--- src/rtl/timer_pkg.sv ---
package timer_pkg;
  localparam int CNT_W = 8;
  localparam int SEL_W = 3;

  typedef struct packed {
    logic load;  // accepted nonzero write
    logic tick;  // prescaler period elapsed
    logic wrap;  // tick while count sits at one
  } tmrStrobe_t;
endpackage

--- src/rtl/timer_prescaler.sv ---
module timer_prescaler #(
  parameter int SEL_W = 3,
  localparam int PRE_W = 2 ** SEL_W
) (
  input  logic             clk,
  input  logic             rstN,
  input  logic             run,
  input  logic [SEL_W-1:0] sel,
  output logic             tick
);
  logic [PRE_W-1:0] preCnt;
  logic [PRE_W-1:0] tapHit;

  always_ff @(posedge clk) begin
    if (!rstN || !run) preCnt <= '0;
    else               preCnt <= preCnt + 1'b1;
  end

  // tap i fires once every 2^(i+1) cycles, when the low i+1 bits are all ones
  for (genvar i = 0; i < PRE_W; i++) begin : gTap
    assign tapHit[i] = &preCnt[i:0];
  end

  assign tick = run && tapHit[sel];
endmodule

--- src/rtl/timer_ctrl.sv ---
module timer_ctrl
  import timer_pkg::*;
#(
  parameter int W = CNT_W,
  parameter int S = SEL_W
) (
  input  logic         clk,
  input  logic         rstN,
  input  logic         loadWe,
  input  logic [W-1:0] loadData,
  input  logic [S-1:0] clkSel,
  input  logic         timerEn,
  input  logic         irqEn,
  input  logic         atOne,
  output tmrStrobe_t   strobe,
  output logic         irqPulse
);
  logic tickRaw;
  logic irqQ;

  timer_prescaler #(.SEL_W(S)) uPre (
    .clk (clk),
    .rstN(rstN),
    .run (timerEn),
    .sel (clkSel),
    .tick(tickRaw)
  );

  always_comb begin
    strobe.load = loadWe && (loadData != '0);
    strobe.tick = tickRaw;
    strobe.wrap = tickRaw && atOne && !strobe.load;
  end

  always_ff @(posedge clk) begin
    if (!rstN) irqQ <= 1'b0;
    else       irqQ <= strobe.wrap && irqEn;
  end

  assign irqPulse = irqQ;
endmodule

--- src/rtl/timer_datapath.sv ---
module timer_datapath
  import timer_pkg::*;
#(
  parameter int W = CNT_W
) (
  input  logic         clk,
  input  logic         rstN,
  input  tmrStrobe_t   strobe,
  input  logic [W-1:0] loadData,
  output logic [W-1:0] count,
  output logic         atOne
);
  localparam logic [W-1:0] RST_VAL = '1;
  localparam logic [W-1:0] ONE     = W'(1);

  logic [W-1:0] reloadQ;
  logic [W-1:0] countQ;

  always_ff @(posedge clk) begin
    if (!rstN) begin
      reloadQ <= RST_VAL;
      countQ  <= RST_VAL;
    end else if (strobe.load) begin
      reloadQ <= loadData;
      countQ  <= loadData;
    end else if (strobe.wrap) begin
      countQ  <= reloadQ;
    end else if (strobe.tick) begin
      countQ  <= countQ - ONE;
    end
  end

  assign atOne = (countQ == ONE);
  assign count = countQ;
endmodule

--- src/rtl/interval_timer.sv ---
module interval_timer
  import timer_pkg::*;
(
  input  logic             clk,
  input  logic             rstN,
  input  logic             loadWe,
  input  logic [CNT_W-1:0] loadData,
  input  logic [SEL_W-1:0] clkSel,
  input  logic             timerEn,
  input  logic             irqEn,
  output logic [CNT_W-1:0] count,
  output logic             irqPulse
);
  tmrStrobe_t strobe;
  logic       atOne;

  timer_ctrl #(.W(CNT_W), .S(SEL_W)) uCtrl (
    .clk     (clk),
    .rstN    (rstN),
    .loadWe  (loadWe),
    .loadData(loadData),
    .clkSel  (clkSel),
    .timerEn (timerEn),
    .irqEn   (irqEn),
    .atOne   (atOne),
    .strobe  (strobe),
    .irqPulse(irqPulse)
  );

  timer_datapath #(.W(CNT_W)) uDp (
    .clk     (clk),
    .rstN    (rstN),
    .strobe  (strobe),
    .loadData(loadData),
    .count   (count),
    .atOne   (atOne)
  );
endmodule

--- config.mk ---
export PLATFORM = sky130hd
export DESIGN_NAME = interval_timer
export DESIGN_NICKNAME = d
export VERILOG_FILES = /design/src/rtl/timer_pkg.sv /design/src/rtl/timer_prescaler.sv /design/src/rtl/timer_ctrl.sv /design/src/rtl/timer_datapath.sv /design/src/rtl/interval_timer.sv
export SDC_FILE = /design/constraint.sdc
export NUM_CORES = 1
export LEC_CHECK = 0
export ABC_AREA = 1
export BUFFER_PORTS_ARGS = -buffer_cell sky130_fd_sc_hd__buf_2
export CAP_MARGIN = 0
export CELL_PAD_IN_SITES_DETAIL_PLACEMENT = 0
export CELL_PAD_IN_SITES_GLOBAL_PLACEMENT = 2
export CORE_MARGIN = 5
export CORE_UTILIZATION = 30
export DETAILED_ROUTE_END_ITERATION = 16
export PLACE_DENSITY = 0.81
export SLEW_MARGIN = 30
export SYNTH_ARGS = -nofsm -noshare
export SYNTH_HDL_FRONTEND = slang
export SYNTH_SLANG_ARGS = --single-unit
--- constraint.sdc ---
create_clock -name clk -period 1.9 [get_ports clk]
set_input_delay 0.285 -clock clk [delete_from_list [all_inputs] [get_ports clk]]
set_output_delay 0.285 -clock clk [all_outputs]
set_load 0.1 [all_outputs]
* Word level (Yosys, flattened, before mapping)
Cells that the tools add are included.
Cells by class: add/subtract/negate cells 2, magnitude comparators 1, equal/unequal tests 1, mux-type cells 5, reductions and logical operators 18
Operators by type and width (number):
- $mux W8 | 3
- $add A8 B1 Y8 const B | 1
- $eq A8 B1 Y1 const B | 1
- $reduce_and A8 Y1 | 1
- $reduce_bool A8 Y1 | 1
- $sub A8 B1 Y8 const B | 1
- $reduce_and A7 Y1 | 1
- $reduce_and A6 Y1 | 1
- $logic_and A1 B1 Y1 | 5
- $reduce_and A5 Y1 | 1
- $lt A3 B4 Y1 const B | 1
- $reduce_and A4 Y1 | 1
- $bmux W1 S3 | 1
- $logic_not A1 Y1 | 3
- $reduce_and A3 Y1 | 1
- $reduce_bool A3 Y1 | 1
- $reduce_and A2 Y1 | 1
- $logic_or A1 B1 Y1 | 1
- $mux W1 | 1
Word-level totals: bits in registers 25, input port bits 16, output and inout port bits 9, word-level logic and storage cells 31

* Logic depth before layout (Yosys ltp)
Gate-level depths: netlist of the first run.
word-level depth 8, depth in mapped cells 14, mapped depth without buffers 14

* Cells and area by module
From an unflattened synthesis of the first run, not the netlist that was laid out.
Unflattened totals: cells, all modules 226, area total of the unflattened synthesis 1470.2 um2
By module, submodules not included:
- timer_datapath | times used 1, cells an instance 141, area each 929.6 um2, sequential area each 320.3 um2
- timer_prescaler | times used 1, cells an instance 69, area each 450.4 um2, sequential area each 160.2 um2
- timer_ctrl | times used 1, cells an instance 16, area each 90.1 um2, sequential area each 20.0 um2

* Worst setup path after synthesis of the first run
Ideal clock, no wire load.
kind register to register, start point register uDp.countQ[0] (netlist: uDp.count[0]), end point register uDp.countQ[4] (netlist: uDp.count[4]), library setup time 0.112 ns, arrival 2.042 ns, required time 1.788 ns, path slack -0.254 ns, cell stages (with the launch flop) 10, buffers on the path 0, period minus slack after synthesis 2.154 ns, cell sequence dfxtp_1 > ha_1 > nor3b_1 > nand2_1 > nor2_4 > nand3_4 > nand2_1 > nand3_1 > nand2_1 > nand2_1
Between the ends: word-level cells in the longest chain between the ends 5, elaborated cells on any way between the ends 8, classes of those cells 1 x add/sub; 1 x eq/ne; 3 x mux; 3 x reduce/logical
Ends and longest elaborated chain:
- start, declared | RTL line timer_datapath.sv:17 | logic [W-1:0] countQ;
- start signal, assigned | RTL line timer_datapath.sv:25 | countQ <= loadData;
- start signal, assigned | RTL line timer_datapath.sv:27 | countQ <= reloadQ;
- start signal, assigned | RTL line timer_datapath.sv:29 | countQ <= countQ - ONE;
- branches (longest 5 deep; another with $sub A8 B1 Y8)
Parallel ways; which one is timed is not known. The select of a mux whose other input is x is not followed. A chain may end at the register's enable or synchronous reset.

* Final worst setup path of the first run
start point register uCtrl.uPre.preCnt[1], end point register uDp.countQ[1] (netlist: uDp.count[1])
Between the ends: word-level cells in the longest chain between the ends 8, elaborated cells on any way between the ends 15, classes of those cells 4 x mux; 11 x reduce/logical
Ends and longest elaborated chain:
- start, declared | RTL line timer_prescaler.sv:11 | logic [PRE_W-1:0] preCnt;
- start signal, assigned | RTL line timer_prescaler.sv:16 | else preCnt <= preCnt + 1'b1;
- $reduce_and A8 Y1, or another cell as far along | RTL line timer_prescaler.sv:21 | assign tapHit[i] = &preCnt[i:0];
- $bmux W1 S3 * | RTL line timer_prescaler.sv:24 | assign tick = run && tapHit[sel];
- $mux W1 (implied by the code) * | RTL line timer_prescaler.sv:24
- $logic_and A1 B1 Y1 * | RTL line timer_prescaler.sv:24
- $logic_and A1 B1 Y1 (2 in a row) | RTL line timer_ctrl.sv:32 | strobe.wrap = tickRaw && atOne && !strobe.load;
- $mux W8 | RTL line timer_datapath.sv:26 | end else if (strobe.wrap) begin
- $mux W8 | RTL line timer_datapath.sv:23 | end else if (strobe.load) begin
Mark *: on every way between the ends. The rest lies on a longest branch, timed or not. The select of a mux whose other input is x is not followed.

==> results.cfg, run 1 <==
[power]
combinationalPowerShare_pct = 24.4
leakage_nw = 0.883
p_int_w = 0.000780
powerDensity_nw_per_um2 = 668
power_frac_clock_pct = 27.3
peakVddDrop_v = 0.000353
power.switching_w = 0.000412
total_power_w = 0.00119
p_seq_share_pct = 48.3
switching_share_pct = 34.6

[final_layout]
fin_cells = 317
area_growth_pct = 22.2
n_antenna_cell = 0
fin_nets = 272
drive_gt1_share_pct = 25.6

[synth]
ys_types = 27
syn_inst = 219
synthFlopType = dfxtp_1
ys_seq_area_share_pct = 34.3
ys_seq_elements = 25
yosysMostFrequentCell = nand2_1
ys_warn_count = 0
synth_edf_count = 0
synth.top_cell.area_share_pct = 34.3
synth_nets = 240
asyncSetResetFlopFracSynth_pct = 0
ys_top_cells_by_count = nand2_1, inv_1, dfxtp_1, nand3_1, nor2_1
syn_area_um2 = 1460
synth_top_area_cell = dfxtp_1
syn_area_per_cell_um2 = 6.67
ys_top_cells_by_area = dfxtp_1, nand2_1, inv_1

[detailed_routing]
post_drt_wl_per_cell_um = 11.9
routed_via_density = 4.46
dr.pass1.iters = 4
drtIter0Drc = 33
drc_errors = 0
ant_nets = 0
vias = 1413
wirelength_mm = 3.77

[outcome]
outcome = finished clean

[timing]
period_needed_ps = 1790
max_freq_mhz = 560
slew_headroom_pct = 67.2
fin_crit_sh_pct = 94.0
clock_skew_ps = 11.9
worst_slew_pin_slew_ps = 489
hold_violations = 0
rsz0062_at_grt = yes
slew_viol_final = 0
setup_viol = 0

[setup_path]
start_kind = flip-flop
r2r-start = uCtrl.uPre.preCnt[1]
reg2reg_depth = 11
critical_path.startpoint = uCtrl.uPre.preCnt[1]
crit_type = flip-flop to flip-flop
crit_arrival_ps = 1990
critical_path_required_ps = 2110
r2r_slack_ps = 110
critPathCaptureType = flip-flop
path_max_fanout = 5
r2r_end = uDp.count[1]

[min_path]
hold_class = input pin to flip-flop
hold_depth = 3
hp-start = irqEn
hold_end = uCtrl.irqPulse

[run]
drv_cap = 0

[clocking]
worstSkewPairLatency_ps = 280
cts_tree = built
clk_pin_slew_ps = 90
clockBufferDepth = 2
root_buffer = clkbuf_8
h-tree-depth = 1
numCtsBuffers = 3
cts.sinks = 25

[global_route]
grt_max_degree = 14
antenna_found_initial = 0
grt_usage_pct = 12.8
overflow = 0
grt_pass1_wl_mm = 6.40
grt_pass1_vias = 1389

[floorplan]
die_h_um = 79.8
initial_core_util_pct = 30.9
num_rows = 25
coreArea_um2 = 4720
die_x_um = 79.8
die_area_um2 = 6360
top_level_ports = 25

[placement]
port_buffers = 24
routabilityCongestion = 0.798
dp_hpwl_mm = 3.02
dp.cells = 311
critical path, stage by stage, from the launching register on:
cell	delay, ps
dfxtp_2	360
ha_4	140
inv_2	40
nor2_4	90
ha_2	160
nand3b_1	120
nand2_2	80
a21oi_4	210
nand2_4	110
nor2_4	180
o211ai_1	110
nand3_1	100
power by group through the flow:
| stage | Clock, W | Combinational, W | Sequential [W] |
|---|---|---|---|
| floorplan | 0 | 0.000120 | 0.000683 |
| global placement | 0 | 0.000290 | 0.000588 |
| detailed placement | 0 | 0.000288 | 0.000588 |
| CTS | 0.000342 | 0.000289 | 0.000576 |
| global route | 0.000366 | 0.000320 | 0.000582 |
| finish | 0.000325 | 0.000291 | 0.000576 |
what timing repair did:
item / CTS / global route
resized for setup: 0 / 15
hold buffers: 0 / 0
setup endpoints to repair: 0 / 8
setup buffers: 0 / 2
layer usage:
layer,vias to the layer above,wire (um),GRT usage (%)
met1,644,1660,15.1
li1,747,-,-
met5,-,0,0
met3,5,115,3.05
met2,17,1950,23.1
met4,0,38,3.21
state kept, by name, summed over array words and instances, names as in the netlist:
name,flops
uDp.count,8
uDp.reloadQ,8
uCtrl.irqPulse,1
uCtrl.uPre.preCnt,8
placed cells by master, fill, tap and decap left out:
cell	Yosys	routed
nand2_1	68	66
inv_1	32	31
buf_2	0	24
dfxtp_1	25	19
nand3_1	19	18
nor2_1	17	16
o21ai_0	10	10
inv_2	6	8
a21oi_1	6	6
dfxtp_2	0	6
nor2_4	4	5
buf_4	1	5
nand2_2	2	4
o211ai_1	4	4
xor2_1	3	3
ha_1	5	3
clkbuf_8	0	3
nand3b_1	2	2
nor3_1	2	2
nor2_2	1	1
nor3b_1	1	1
a21oi_4	1	1
nand3_4	1	1
nand2_4	2	1
nand2_8	0	1
o21ai_2	1	1
clkinv_1	2	1
xnor2_1	1	1
nand3_2	0	1
o21bai_1	1	1
a211oi_1	1	1
ha_2	0	1
ha_4	0	1
clkbuf_1	1	1
cells by family after synthesis:
kind of cell | after synthesis | share of synthesized area (%)
adder cells (fa/ha/maj) | 5 | 4.28
AND/OR/NAND/NOR | 119 | 37.7
flip-flops | 25 | 34.3
AO/OA/AOI/OAI | 24 | 10.3
buffers and inverters | 42 | 11.1
XOR/XNOR | 4 | 2.40
per-stage QoR:
step           utilization [%]  area [um2]  setup slack (ps)  hold WS [ps]  TNS (ps)
2_1_floorplan                -        1460              39.2           404         0
3_3_place_gp              35.5        1680              97.4           441         0
3_5_place_dp              35.5        1680              75.8           442         0
4_1_cts                   36.5        1720              68.8           206         0
5_1_grt                   37.8        1780             -25.4           219     -25.4
6_report                  37.8        1780               113           211         0
how the worst max path moves through the flow:
stage          slack, ps            to  cells past startpoint
5_1_grt              -30  uDp.count[1]                     11
2_1_floorplan         40  uDp.count[1]                      9
3_5_place_dp          80  uDp.count[4]                     12
4_1_cts               70  uDp.count[6]                     14
6_report             110  uDp.count[1]                     11
3_3_place_gp         100  uDp.count[4]                     12
cell type report:
cell class | count | area (um2)
clock buffers | 4 | 45.0
fillers | 533 | 2940
inverters | 40 | 150
multi-input cells | 152 | 840
flip-flops and latches | 25 | 508
well taps | 67 | 83.8
repair buffers | 29 | 158
Power figures use the tool's default switching activity.
==> run 2: changes to the inputs <==
- ABC_AREA: 1 -> default
- CORE_UTILIZATION: 30 -> 32
- PLACE_DENSITY: 0.81 -> 0.8
==> run 2 against run 1 <==
Against the previous run: the run now ends with setup timing left; final cell count fell by 19%; combinational power rose by 12%; die area decreased by 12%; wire length is 3.6% higher; synthesized cell count down 29%; synthesized area decreased by 8.5%; critical path depth fell by 3; global-route usage rose by 1.8 points; clock skew shrank 9.4 ps; non-clock buffer count rose by 22; hold slack improved by 68 ps; fmax decreased by 8.6%; highest routed layer unchanged.
==> results.cfg, run 2 <==
[min_path]
hold_class = input pin to flip-flop

[setup_path]
crit_arrival_ps = 2130
path_max_fanout = 5
critPathCaptureType = flip-flop
crit_type = flip-flop to flip-flop
critical_path_required_ps = 2080
start_kind = flip-flop

[detailed_routing]
vias = 1348
post_drt_wl_per_cell_um = 15.2
drc_errors = 0
wirelength_mm = 3.90
dr.pass1.iters = 4
ant_nets = 0
routed_via_density = 5.27
drtIter0Drc = 95

[power]
power.switching_w = 0.000403
combinationalPowerShare_pct = 26.9
leakage_nw = 0.797
power_frac_clock_pct = 25.6
peakVddDrop_v = 0.000306
powerDensity_nw_per_um2 = 618
switching_share_pct = 33.3
p_int_w = 0.000809
p_seq_share_pct = 47.5

[synth]
syn_area_per_cell_um2 = 8.62
synth_top_area_cell = dfxtp_1
syn_area_um2 = 1340
ys_top_cells_by_count = dfxtp_1, nand2_1, nor2_1, inv_1
synth_nets = 176
ys_seq_elements = 25
ys_top_cells_by_area = dfxtp_1, nand2_1, ha_1
ys_types = 43
synthFlopType = dfxtp_1
syn_inst = 155
yosysMostFrequentCell = dfxtp_1
asyncSetResetFlopFracSynth_pct = 0
ys_seq_area_share_pct = 37.5
synth.top_cell.area_share_pct = 37.5
synth_edf_count = 0
ys_warn_count = 0

[floorplan]
initial_core_util_pct = 33.2
coreArea_um2 = 4030
num_rows = 23
die_area_um2 = 5570
top_level_ports = 25
die_x_um = 74.6
die_h_um = 74.6

[timing]
worst_slew_pin_slew_ps = 832
rsz0062_at_grt = yes
clock_skew_ps = 2.54
period_needed_ps = 1950
slew_viol_final = 0
setup_viol = 8
tns_ps = -223
setup_ws_ps = -54.9
fin_crit_sh_pct = 103
hold_violations = 0
max_freq_mhz = 512
slew_headroom_pct = 44.6

[placement]
dp_hpwl_mm = 2.94
port_buffers = 24
routabilityCongestion = 0.845
dp.cells = 251

[final_layout]
fin_nets = 228
n_antenna_cell = 0
drive_gt1_share_pct = 41.7
area_growth_pct = 46.7
mostFrequentLayoutCells = buf_2, buf_4, nand2_1, dfxtp_1, nor2_1
utilization_pct = 48.7
fin_cells = 256

[outcome]
violations = setup timing
outcome = complete, but fails checks

[clocking]
clockBufferDepth = 2
worstSkewPairLatency_ps = 260
clk_pin_slew_ps = 90
cts_tree = built
cts.sinks = 25
numCtsBuffers = 3
h-tree-depth = 1
root_buffer = clkbuf_8

[global_route]
grt_max_degree = 18
grt_pass1_wl_mm = 6.36
grt_usage_pct = 14.6
antenna_found_initial = 0
overflow = 0
grt_pass1_vias = 1337

[run]
drv_cap = 0
[run 2: power groups by stage]
| stage | sequential (W) | combinational, W | clock, W |
|---|---|---|---|
| after floorplan | 0.000683 | 0.0000905 | 0 |
| after global placement | 0.000585 | 0.000290 | 0 |
| after detailed placement | 0.000585 | 0.000293 | 0 |
| after CTS | 0.000575 | 0.000308 | 0.000324 |
| after global routing | 0.000580 | 0.000351 | 0.000349 |
| final | 0.000576 | 0.000326 | 0.000310 |
[run 2: logic make-up (layout without fill, tap and decap cells)]
group,Yosys count,after routing,synth area share [%]
mux,1,1,0.749
fa+ha+maj,5,5,4.68
flops,25,25,37.5
buf+inv,11,62,3.18
xor+xnor,6,6,3.93
compound gates,44,44,24.6
simple gates,63,63,25.4
[run 2: area by class of cell]
cell class | count | area (um2)
Clock buffer | 4 | 45.0
Inverter | 7 | 26.3
Timing Repair Buffer | 51 | 334
Multi-Input combinational cell | 119 | 968
Sequential cell | 25 | 524
Tap cell | 50 | 62.6
Fill cell | 396 | 2070
[run 2: critical path, cell delays in order (launching register included)]
cell	delay, ps
dfxtp_2	340
ha_4	160
and3_4	180
ha_4	160
a2111oi_4	370
a311o_2	250
buf_6	140
nor4_4	40
a311oi_2	220
[run 2: what timing repair did]
item / in CTS / in global routing
setup endpoints to repair: 9 / 9
hold endpoints to repair: 0 / 0
buffers inserted: 1 / 0
pin swaps: 8 / 9
resized for setup: 17 / 13
hold buffers: 0 / 0
[run 2: stage by stage]
step / instance area (um2) / worst slack (ps) / hold slack, ps / power [W]
2_1_floorplan: 1380 / -168 / 409 / 0.000774
3_3_place_gp: 1740 / -79.1 / 444 / 0.000875
3_5_place_dp: 1740 / -160 / 445 / 0.000879
4_1_cts: 1890 / -25.9 / 244 / 0.00121
5_1_grt: 1960 / -156 / 284 / 0.00128
6_report: 1960 / -54.9 / 279 / 0.00121
[run 2: path summary, 6_finish.rpt]
kind	startpoint	end	slack, ps	cells after the start
max reg2reg	uCtrl.uPre.preCnt[0]	uDp.count[6]	-50	8
min	irqEn	uCtrl.irqPulse	280	3
min reg2reg	uDp.reloadQ[1]	uDp.reloadQ[1]	460	2
max	uCtrl.uPre.preCnt[0]	uDp.count[6]	-50	8
[run 2: routing by layer]
metal | vias to the layer above | global-route usage, % | share of wire (%)
met5 | - | 0 | 0
met4 | 0 | 2.77 | 0.69
met3 | 2 | 3.07 | 5.2
met2 | 31 | 22.6 | 46
met1 | 628 | 21.0 | 48
li1 | 687 | - | -
==> run 3: changes to the inputs <==
- CORE_UTILIZATION: 32 -> 29
- PLACE_DENSITY: 0.8 -> 0.77
- clock period: 1.9 -> 1.6 ns (I/O delays scaled with it)
==> run 3 against run 2 <==
Against the previous run: the run still ends with setup timing left; global-route usage increased by 0.17 points; sequential cell count unchanged; sequential power increased by 18%; total power increased by 24%; fmax decreased by 1.8%; final cell count increased by 11%; clock-buffer cell count unchanged; register-to-register slack got worse by 340 ps; critical path depth unchanged; first-iteration DRC count increased by 5.3%; combinational power increased by 36%.
==> results.cfg, run 3 (synthesized netlist as in run 2, its figures left out) <==
[clocking]
numCtsBuffers = 3
root_buffer = clkbuf_8
worstSkewPairLatency_ps = 270
cts.sinks = 25
clk_pin_slew_ps = 90
clockBufferDepth = 2
cts_tree = built
h-tree-depth = 1

[power]
powerDensity_nw_per_um2 = 678
total_power_w = 0.00150
switching_share_pct = 33.5
p_int_w = 0.000998
peakVddDrop_v = 0.000356
power_frac_clock_pct = 25.1
combinationalPowerShare_pct = 29.6
p_seq_share_pct = 45.3
leakage_nw = 0.918
power.switching_w = 0.000502

[placement]
routabilityCongestion = 0.826
dp.cells = 274
dp_hpwl_mm = 3.26
port_buffers = 24
detailed_place.area_um2 = 1930

[detailed_routing]
dr.pass1.iters = 4
wirelength_mm = 4.28
vias = 1493
post_drt_wl_per_cell_um = 15.0
ant_nets = 0
drc_errors = 0
routed_via_density = 5.24
drtIter0Drc = 100

[timing]
max_freq_mhz = 502
setup_ws_ps = -390
worst_slew_pin_slew_ps = 788
period_needed_ps = 1990
slew_viol_final = 0
clock_skew_ps = 5.25
setup_viol = 9
hold_violations = 0
hold_slack_ps = 221
fin_crit_sh_pct = 124
rsz0062_at_grt = yes
slew_headroom_pct = 47.5

[global_route]
grt_usage_pct = 14.7
grt_max_degree = 18
grt_pass1_wl_mm = 7.39
antenna_found_initial = 0
grt_pass1_vias = 1543
overflow = 0

[setup_path]
reg2reg_depth = 8
critical_path_required_ps = 1760
start_kind = flip-flop
r2r_slack_ps = -390
r2r_end = uDp.count[5]
critPathCaptureType = flip-flop
crit_type = flip-flop to flip-flop
crit_arrival_ps = 2150
r2r-start = uCtrl.uPre.preCnt[1]
path_max_fanout = 6

[floorplan]
die_h_um = 77.9
coreArea_um2 = 4410
die_x_um = 77.9
num_rows = 24
top_level_ports = 25
die_area_um2 = 6070
initial_core_util_pct = 30.3

[min_path]
hold_class = input pin to flip-flop
hold_end = uCtrl.irqPulse
hp-start = irqEn
hold_depth = 3

[final_layout]
ff_latch_area_um2 = 524
mostFrequentLayoutCells = buf_4, buf_2, nand2_1, dfxtp_1, nor2_1
fin_nets = 255
area_growth_pct = 65.6
fin_cells = 285
n_antenna_cell = 0
final_common_cell = buf_4
multi_input_area_um2 = 1000
utilization_pct = 50.1
drive_gt1_share_pct = 50.6
fin_area_um2 = 2210
fill_cells = 397

[outcome]
violations = setup timing
outcome = complete, but fails checks

[run]
drv_cap = 0
==> run 3: how the worst max path moves through the flow <==
stage                                    start      endpoint  slack [ps]  cells after the start
final                     uCtrl.uPre.preCnt[1]  uDp.count[5]        -390                      8
after global routing      uCtrl.uPre.preCnt[1]  uDp.count[3]        -460                      8
after CTS                 uCtrl.uPre.preCnt[1]  uDp.count[5]        -360                      8
after detailed placement  uCtrl.uPre.preCnt[1]  uDp.count[4]        -530                      7
after global placement    uCtrl.uPre.preCnt[1]  uDp.count[4]        -420                      7
after floorplan                   uDp.count[2]  uDp.count[5]        -470                      6
==> run 3: cell type report <==
class                           count  share of cell area, %
Multi-Input combinational cell    119                   45.2
Timing Repair Buffer               78                   24.9
Sequential cell                    25                   23.7
Tap cell                           52                   2.94
Clock buffer                        4                   2.04
Inverter                            7                   1.19
==> run 3: metal layers <==
metal / up-vias / global-route usage, % / wire, um
li1: 748 / - / -
met1: 705 / 21.4 / 2160
met2: 36 / 22.4 / 1850
met3: 4 / 1.85 / 214
met4: 0 / 4.81 / 56
met5: - / 0 / 0
==> run 3: timing repair <==
| item | 4_1_cts | 5_1_grt |
|---|---|---|
| hold buffers | 0 | 0 |
| setup buffers | 7 | 1 |
| endpoints found under the setup margin | 9 | 9 |
| resized for setup | 28 | 5 |
| pin swaps | 18 | 6 |
==> run 3: critical path: stages (launching register included) <==
cell	delay, ps
dfxtp_2	370
ha_4	150
and3_4	200
ha_4	140
a2111oi_4	60
buf_4	150
a311oi_4	260
nand2_2	170
a311o_1	380
==> run 3: power by group through the flow <==
stage               clock network (W)  logic (W)  registers [W]
finish                       0.000377   0.000444       0.000680
global route                 0.000418   0.000473       0.000685
CTS                          0.000387   0.000429       0.000680
detailed placement                  0   0.000399       0.000692
global placement                    0   0.000395       0.000690
floorplan                           0   0.000113       0.000812
==> run 3: metrics by stage <==
step                      TNS (ps)  worst slack [ps]
final                        -2990              -390
after CTS                    -2780              -356
after global placement       -3360              -421
after global routing         -3720              -461
after floorplan              -2850              -468
after detailed placement     -4020              -528
